$ cat src/rtl/spec_rename_table.sv
module spec_rename_table #(
  parameter int NREG      = 32,
  parameter int TAGW      = 6,
  parameter int BRQ_DEPTH = 4,
  localparam int RW   = $clog2(NREG),
  localparam int NLEV = BRQ_DEPTH + 1,
  localparam int LVW  = $clog2(NLEV)
) (
  input  logic              clk,
  input  logic              rst_n,
  input  logic [2:0]        src_none,
  input  logic [3*RW-1:0]   src_reg,
  output logic [2:0]        src_ready,
  output logic [3*TAGW-1:0] src_tag,
  output logic [2:0]        src_slot,
  input  logic [1:0]        dst_we,
  input  logic [2*RW-1:0]   dst_reg,
  input  logic [TAGW-1:0]   dst_tag,
  input  logic              lvl_push,
  input  logic              cmp_valid,
  input  logic [TAGW-1:0]   cmp_tag,
  input  logic              cmp_slot,
  input  logic [RW-1:0]     cmp_reg,
  input  logic [LVW-1:0]    cmp_lvl,
  input  logic              rcv_valid,
  input  logic [LVW-1:0]    rcv_lvl,
  input  logic              exc_clr,
  output logic [LVW-1:0]    cur_lvl
);
  localparam int EW = TAGW + 2;
  localparam logic [LVW-1:0] TOP = LVW'(NLEV - 1);

  // entry: {valid, tag, slot}
  logic [NLEV-1:0][NREG-1:0][EW-1:0] tbl;
  logic [NREG-1:0][EW-1:0]           row;
  logic [LVW-1:0]                    cur;
  logic [NLEV-1:0]                   clr;

  assign cur_lvl = cur;

  for (genvar i = 0; i < 3; i++) begin : g_src
    logic [EW-1:0] e;
    assign e = tbl[cur][src_reg[i*RW +: RW]];
    assign src_ready[i] = src_none[i] | ~e[EW-1];
    assign src_tag[i*TAGW +: TAGW] = e[EW-2:1];
    assign src_slot[i] = e[0];
  end

  always_comb begin
    logic alive;
    alive = 1'b1;
    clr = '0;
    for (int l = 0; l < NLEV; l++) begin
      if (cmp_valid && LVW'(l) >= cmp_lvl && LVW'(l) <= cur) begin
        if (alive && tbl[l][cmp_reg] == {1'b1, cmp_tag, cmp_slot}) clr[l] = 1'b1;
        else alive = 1'b0;
      end
    end
  end

  always_comb begin
    row = tbl[cur];
    if (clr[cur]) row[cmp_reg][EW-1] = 1'b0;
    for (int d = 0; d < 2; d++)
      if (dst_we[d]) row[dst_reg[d*RW +: RW]] = {1'b1, dst_tag, 1'(d)};
  end

  always_ff @(posedge clk) begin
    if (!rst_n) begin
      tbl <= '0;
      cur <= '0;
    end else begin
      for (int l = 0; l < NLEV; l++)
        if (clr[l]) tbl[l][cmp_reg][EW-1] <= 1'b0;
      if (rcv_valid) begin
        cur <= rcv_lvl;
      end else begin
        tbl[cur] <= row;
        if (lvl_push && cur != TOP) begin
          tbl[cur + 1'b1] <= row;
          cur <= cur + 1'b1;
        end
      end
      if (exc_clr) tbl[0] <= '0;
    end
  end

  p_lvl_bound_r5: assert property (@(posedge clk) disable iff (!rst_n)
    cur <= TOP);

  p_push_step_r5: assert property (@(posedge clk) disable iff (!rst_n)
    lvl_push && !rcv_valid && cur != TOP |=> cur == $past(cur) + 1'b1);

  p_push_copy_r5: assert property (@(posedge clk) disable iff (!rst_n)
    lvl_push && !rcv_valid && !exc_clr && cur != TOP |=> tbl[cur] == tbl[cur - 1'b1]);

  p_rcv_level_r8: assert property (@(posedge clk) disable iff (!rst_n)
    rcv_valid |=> cur == $past(rcv_lvl));

  p_exc_empty_r9: assert property (@(posedge clk) disable iff (!rst_n)
    exc_clr |=> tbl[0] == '0);

  p_install_seen_r4: assert property (@(posedge clk) disable iff (!rst_n)
    dst_we[0] && !rcv_valid && !exc_clr &&
    !(dst_we[1] && dst_reg[2*RW-1:RW] == dst_reg[RW-1:0])
    |=> tbl[$past(cur)][$past(dst_reg[RW-1:0])] == {1'b1, $past(dst_tag), 1'b0});

  p_cmp_clears_r6: assert property (@(posedge clk) disable iff (!rst_n)
    cmp_valid && cmp_lvl <= cur && !rcv_valid && !exc_clr && dst_we == 2'b00 && !lvl_push &&
    tbl[cmp_lvl][cmp_reg] == {1'b1, cmp_tag, cmp_slot}
    |=> !tbl[$past(cmp_lvl)][$past(cmp_reg)][EW-1]);
endmodule

$ cat config.mk
export PLATFORM = sky130hd
export DESIGN_NAME = spec_rename_table
export DESIGN_NICKNAME = d
export VERILOG_FILES = /design/src/rtl/spec_rename_table.sv
export SDC_FILE = /design/constraint.sdc
export NUM_CORES = 2
export LEC_CHECK = 0
export ABC_AREA = 1
export BUFFER_PORTS_ARGS = -buffer_cell sky130_fd_sc_hd__buf_4
export CELL_PAD_IN_SITES_DETAIL_PLACEMENT = 1
export CELL_PAD_IN_SITES_GLOBAL_PLACEMENT = 2
export CORE_MARGIN = 2
export CORE_UTILIZATION = 38
export CTS_CLUSTER_DIAMETER = 60
export CTS_CLUSTER_SIZE = 30
export DETAILED_ROUTE_END_ITERATION = 8
export PLACE_DENSITY = 0.95
export RECOVER_POWER = 25
export SLEW_MARGIN = 10
export SYNTH_ARGS = -nofsm -noshare
export SYNTH_HDL_FRONTEND = slang
export SYNTH_SLANG_ARGS = --single-unit
$ cat constraint.sdc
create_clock -name clk -period 4.9 [get_ports clk]
set_input_delay 0.735 -clock clk [delete_from_list [all_inputs] [get_ports clk]]
set_output_delay 0.735 -clock clk [all_outputs]
set_load 0.005 [all_outputs]
==> Word-level counts from Yosys, hierarchy flattened <==
Index checks and enable logic that the tools add are counted.
{ "op_classes": {"n_eq_ne": 6, "reduce_logical": 22, "bitwise_logic": 14, "n_mux": 68, "n_lt_le_gt_ge": 23, "add_sub_neg": 1} }
{ "ops": {"columns": ["op", "n"], "rows": [
  ["2-to-1 mux 256 bit", 16],
  ["bitwise mux 1280 bit", 2],
  ["2-to-1 mux 1280 bit", 2],
  ["bitwise AND 256 bit", 6],
  ["demux 256 bit (select 3 bit)", 2],
  ["binary-select mux 256 bit (select 3 bit)", 1],
  ["bitwise mux 256 bit", 2],
  ["binary-select mux 8 bit (select 5 bit)", 8],
  ["inverter 256 bit", 1],
  ["demux 8 bit (select 5 bit)", 3],
  ["2-to-1 mux 8 bit", 11],
  ["== test 8 bit", 5],
  ["less-than comparator 5 x 6 -> 1 bit, second input constant", 6],
  ["logical AND 1 bit", 20],
  ["2-to-1 mux 1 bit", 18],
  [">= comparator 5 x 1 -> 1 bit, second input constant", 3],
  ["less-than comparator 3 x 4 -> 1 bit, second input constant", 2],
  [">= comparator 1 x 3 -> 1 bit, first input constant", 2],
  [">= comparator 2 x 3 -> 1 bit, first input constant", 2],
  [">= comparator 3 x 1 -> 1 bit, second input constant", 2],
  ["less-or-equal comparator 1 x 3 -> 1 bit, first input constant", 2],
  ["less-or-equal comparator 2 x 3 -> 1 bit, first input constant", 2],
  ["2-to-1 mux 3 bit", 2],
  ["inverter 1 bit", 4],
  ["other kinds (8)", 10]
]} }
{ "totals": {"output_inout_bits": 27, "regBits": 1283, "inputBits": 60, "wordCells": 295} }

==> Longest topological paths before layout <==
{ "logic_depth": {"ltp_word": 28, "ltp_mapped": 28, "depth_no_buf": 25} }

==> Least setup slack after synthesis <==
OpenSTA, ideal clock, no wires.
{ "synth_path": {"path_type": "register to output", "startpoint": "reg cur[1], in the netlist cur_lvl[1]", "endpoint": "out src_slot[2]", "slack_ps": 1527, "t_arrival_ps": 2638, "n_path_buf": 3, "required_time_ps": 4165, "path_stages_with_launch": 14, "path_cell_list": "dfxtp_1 clkbuf_1 nor2_1 nand2_1 inv_1 buf_2 clkbuf_1 a2111oi_0 a21oi_1 o21ai_0 nand3_1 nand2_1 nor2_1 a21oi_1"} }
{ "synth_between": {"elab_chain_cells": 4} }
{ "synth_rtl": {"columns": ["item", "line", "rtl"], "rows": [
  ["start: declaration", "36", "logic [LVW-1:0] cur;"],
  ["start signal: assignment", "76", "cur <= rcv_lvl;"],
  ["start signal: assignment", "81", "cur <= cur + 1'b1;"],
  ["binary-select mux 256 bit (select 3 bit)", "43", "assign e = tbl[cur][src_reg[i*RW +: RW]];"],
  ["2-to-1 mux 256 bit (implied by the code)", "43", null],
  ["binary-select mux 8 bit (select 5 bit)", "43", null],
  ["2-to-1 mux 8 bit (implied by the code)", "43", null],
  ["end: declaration", "15", "output logic [2:0] src_slot,"]
]} }
No other way between the ends. The select of a mux whose other input is x is not followed.

==> Worst setup path in the final report <==
{ "layout_path": {"startpoint": "reg cur[0], in the netlist cur_lvl[0]", "endpoint": "out src_slot[1]"} }
The elaborated chain is that of the path after synthesis.

==> flow_summary.json <==
{
  "finalWirelength_um": 445000,
  "synth_seq_cells": 1283,
  "layout-drive-gt1-share_pct": 7.51,
  "fin_nets": 12100,
  "fillers": 26300,
  "fin_setup_tns_ps": -858,
  "grt_pass1_wl_um": 642000,
  "yosysWarningCount": 0,
  "maxCapViolCount": 1,
  "cts.clk_slew.worst_paths_ps": 60,
  "dp_hpwl_um": 277000,
  "path_class": "flip-flop to output pin",
  "async_flop_share_pct": 0,
  "setup_viol": 17,
  "cp-endpoint": "src_slot[1]",
  "drc": 0,
  "netlist_area_um2": 76100,
  "grt_usage_pct": 41.8,
  "clockPowerShare_pct": 39.3,
  "seq_area_frac_synth_pct": 33.7,
  "final_util_pct": 43.4,
  "first_pass_iters": 7,
  "postRouteAntennaNets": 0,
  "slew_viol_final": 0,
  "timing.final.crit_share_pct": 103,
  "cp_max_fo": 15,
  "synth_area_leaders": "dfxtp_1 (34%), nand2_1 (16%), o21ai_0 (13%)",
  "swShare_pct": 36.7,
  "status": "finished, violations left",
  "cp.buffers_inverters": 6,
  "critical-path-top-delay-family": "compound AO/OA/AOI/OAI gates",
  "place.gp.congestion": 1.02,
  "root_buffer": "clkbuf_16",
  "tightest_slew_ps": 1470,
  "synth.top_cell.area_share_pct": 33.7,
  "p_leak_nw": 38.1,
  "pwr-share-seq_pct": 38.1,
  "io_pins": 87,
  "syn_inst": 12400,
  "worstPathCellList": "clkinv_8, nand3_4, buf_4, buf_4, o22ai_1, a2111oi_1, inv_1, a21oi_1, o21ai_0, o211ai_1, nand3_1, a32oi_2, buf_6, buf_4",
  "die_y_um": 452,
  "worstSetupEndpointType": "output pin",
  "die_area_um2": 204000,
  "crit_path_frequent_cell": "buf_4",
  "synth-main-ff-cell": "dfxtp_1",
  "worstSetupStartpointType": "flip-flop",
  "cpMaxStageDelayCell": "dfxtp_4",
  "slew-limit-headroom_pct": 1.90,
  "crit_arrival_ps": 4290,
  "h-tree-depth": 4,
  "yosys.area.top_type": "dfxtp_1",
  "fmax_mhz": 199,
  "cts_buffers": 141,
  "violations": "capacitance limit, setup timing",
  "ys_top_cells_by_count": "nand2_1 (3341), o21ai_0 (2024), a21oi_1 (1331), dfxtp_1 (1283), inv_1 (1161)",
  "vias": 96600,
  "rr_endpoint": "tbl[575]$_SDFF_PN0_",
  "cts_tree": "yes",
  "vdd_drop_max_mv": 0.393,
  "core_area_um2": 199000,
  "start_util_pct": 38.2,
  "grt_pass1_vias": 94700,
  "ys_types": 49,
  "wl_per_cell_um": 30.0,
  "antenna_found_initial": 56,
  "die_w_um": 452,
  "p_sw_mw": 11.2,
  "min_period_ps": 5020,
  "setup_slack_ps": -124,
  "rsz0062_at_grt": "true",
  "worst_r2r_path_depth": 21,
  "synth-edff-count": 0,
  "overflow": 0,
  "hold_viol": 0,
  "syn_to_final_growth_pct": 13.8,
  "p_per_area_nw_per_um2": 353,
  "worstSetupStartpoint": "cur_lvl[0]$_SDFFE_PN0P_",
  "clock_skew_ps": 48.2,
  "avgSynthCellArea_um2": 6.15,
  "syn_nets": 12400,
  "drtIter0Drc": 13500,
  "worstPathRequired_ps": 4160,
  "insertion_delay_ps": 850,
  "vias_per_cell": 6.51,
  "grt_start_max_net_pins": 227,
  "clock-sinks": 1283,
  "cpPeakStageDelay_ps": 470,
  "worst-path-stages": 14,
  "holdCritPathClass": "input pin to flip-flop",
  "rows": 164,
  "cts_max_path_buffers": 3,
  "r2r_slack_ps": -20,
  "p_int_mw": 19.4,
  "r2r_start": "cur_lvl[2]$_SDFFE_PN0P_",
  "port_buffers": 86,
  "synth_most_common_cell": "nand2_1",
  "combPwrFrac_pct": 22.6
}
## stage by stage
stage                     hold WS, ps  total power, mW  worst slack, ps  instances  area (um^2)
after floorplan                   467             15.3             1530      12400        76100
after global placement            484             18.0            -75.3      14500        80800
after detailed placement          490             18.2             -108      14500        80900
after CTS                         209             30.0            0.391      14800        86000
after global routing              279             31.3             -153      14800        86500
final                             254             30.6             -124      14800        86600
## flip-flops by register name, summed over array words and instances (netlist names)
name,cells
tbl,1280
cur_lvl,3
## metal layers
| layer | vias to the layer above | track usage (%) | part of all wire (%) | routed length [um] |
|---|---|---|---|---|
| met2 | 7109 | 59.3 | 40 | 179000 |
| li1 | 40600 | - | - | - |
| met1 | 46700 | 49.8 | 36 | 160000 |
| met4 | 42 | 36.7 | 10 | 45500 |
| met3 | 2158 | 14.6 | 14 | 60700 |
| met5 | - | 0 | 0.11 | 469 |
## worst min path at each step
stage	start	end	depth (start not counted)	slack [ps]
final	rcv_lvl[0]	cur_lvl[0]$_SDFFE_PN0P_	3	250
after global routing	rcv_lvl[0]	cur_lvl[0]$_SDFFE_PN0P_	3	280
after floorplan	tbl[448]$_SDFFE_PN0N_	tbl[448]$_SDFFE_PN0N_	2	470
after detailed placement	tbl[416]$_SDFFE_PN0N_	tbl[416]$_SDFFE_PN0N_	2	490
after CTS	rcv_lvl[0]	cur_lvl[0]$_SDFFE_PN0P_	3	210
after global placement	tbl[448]$_SDFFE_PN0N_	tbl[448]$_SDFFE_PN0N_	2	480
## area by class of cell
type                            count  area [um^2]  share of cell area, %
Antenna cell                       43          108                  0.124
Clock buffer                      164         3850                   4.45
Clock inverter                     95         1190                   1.37
Inverter                         1182         4560                   5.27
Multi-Input combinational cell   8889        42500                   49.0
Sequential cell                  1283        25700                   29.7
Tap cell                         2656         3320                   3.84
Timing Repair Buffer              526         5420                   6.25
Timing Repair inverter              2         17.5                 0.0202
## layout by cell type (no fill, tap or decap), types with 17 or more instances in the layout
cell / count
nand4_1: 62
o211ai_1: 283
nand3_1: 395
buf_12: 104
inv_1: 1146
o31ai_1: 32
o221ai_1: 25
a2111oi_2: 18
clkbuf_16: 148
nand2_1: 3333
nor3_1: 20
a2111oi_0: 33
nor2_1: 737
inv_6: 35
buf_4: 400
inv_8: 21
a221oi_1: 102
o22ai_1: 173
a211oi_1: 50
a2111oi_1: 17
a31oi_1: 29
diode_2: 43
a21oi_1: 1330
dfxtp_1: 1280
o21ai_0: 2019
o21ai_1: 54
## power groups by stage
| stage | Sequential [mW] | Combinational [mW] | Clock [mW] |
|---|---|---|---|
| finish | 11.6 | 6.92 | 12.0 |
| global route | 11.7 | 7.19 | 12.4 |
| CTS | 11.6 | 6.46 | 12.0 |
| detailed placement | 11.8 | 6.39 | 0 |
| global placement | 11.8 | 6.18 | 0 |
| floorplan | 11.6 | 3.62 | 0 |
## cells by family after synthesis
logic type | share of synthesized area, %
and+or+nand+nor | 23.7
AOI/OAI and AO/OA | 31.3
buffers and inverters | 11.3
DFF | 33.7
adders and majority gates | 0.0493
xor gates and xnor gates | 0.0115
## worst min-delay path, delay by kind of cell
| kind | cells | cell delay (ps) |
|---|---|---|
| AOI/OAI and AO/OA | 2 | 190 |
| buffers and inverters | 1 | 120 |
## what timing repair did
action                                  4_1_cts  5_1_grt
gates resized for setup                      32       85
endpoints found under the setup margin       24      184
hold buffers                                  0        0
setup buffers                                 6        6
pin swaps                                     1        1
gates cloned                                  1        2
Power figures use the tool's default switching activity.
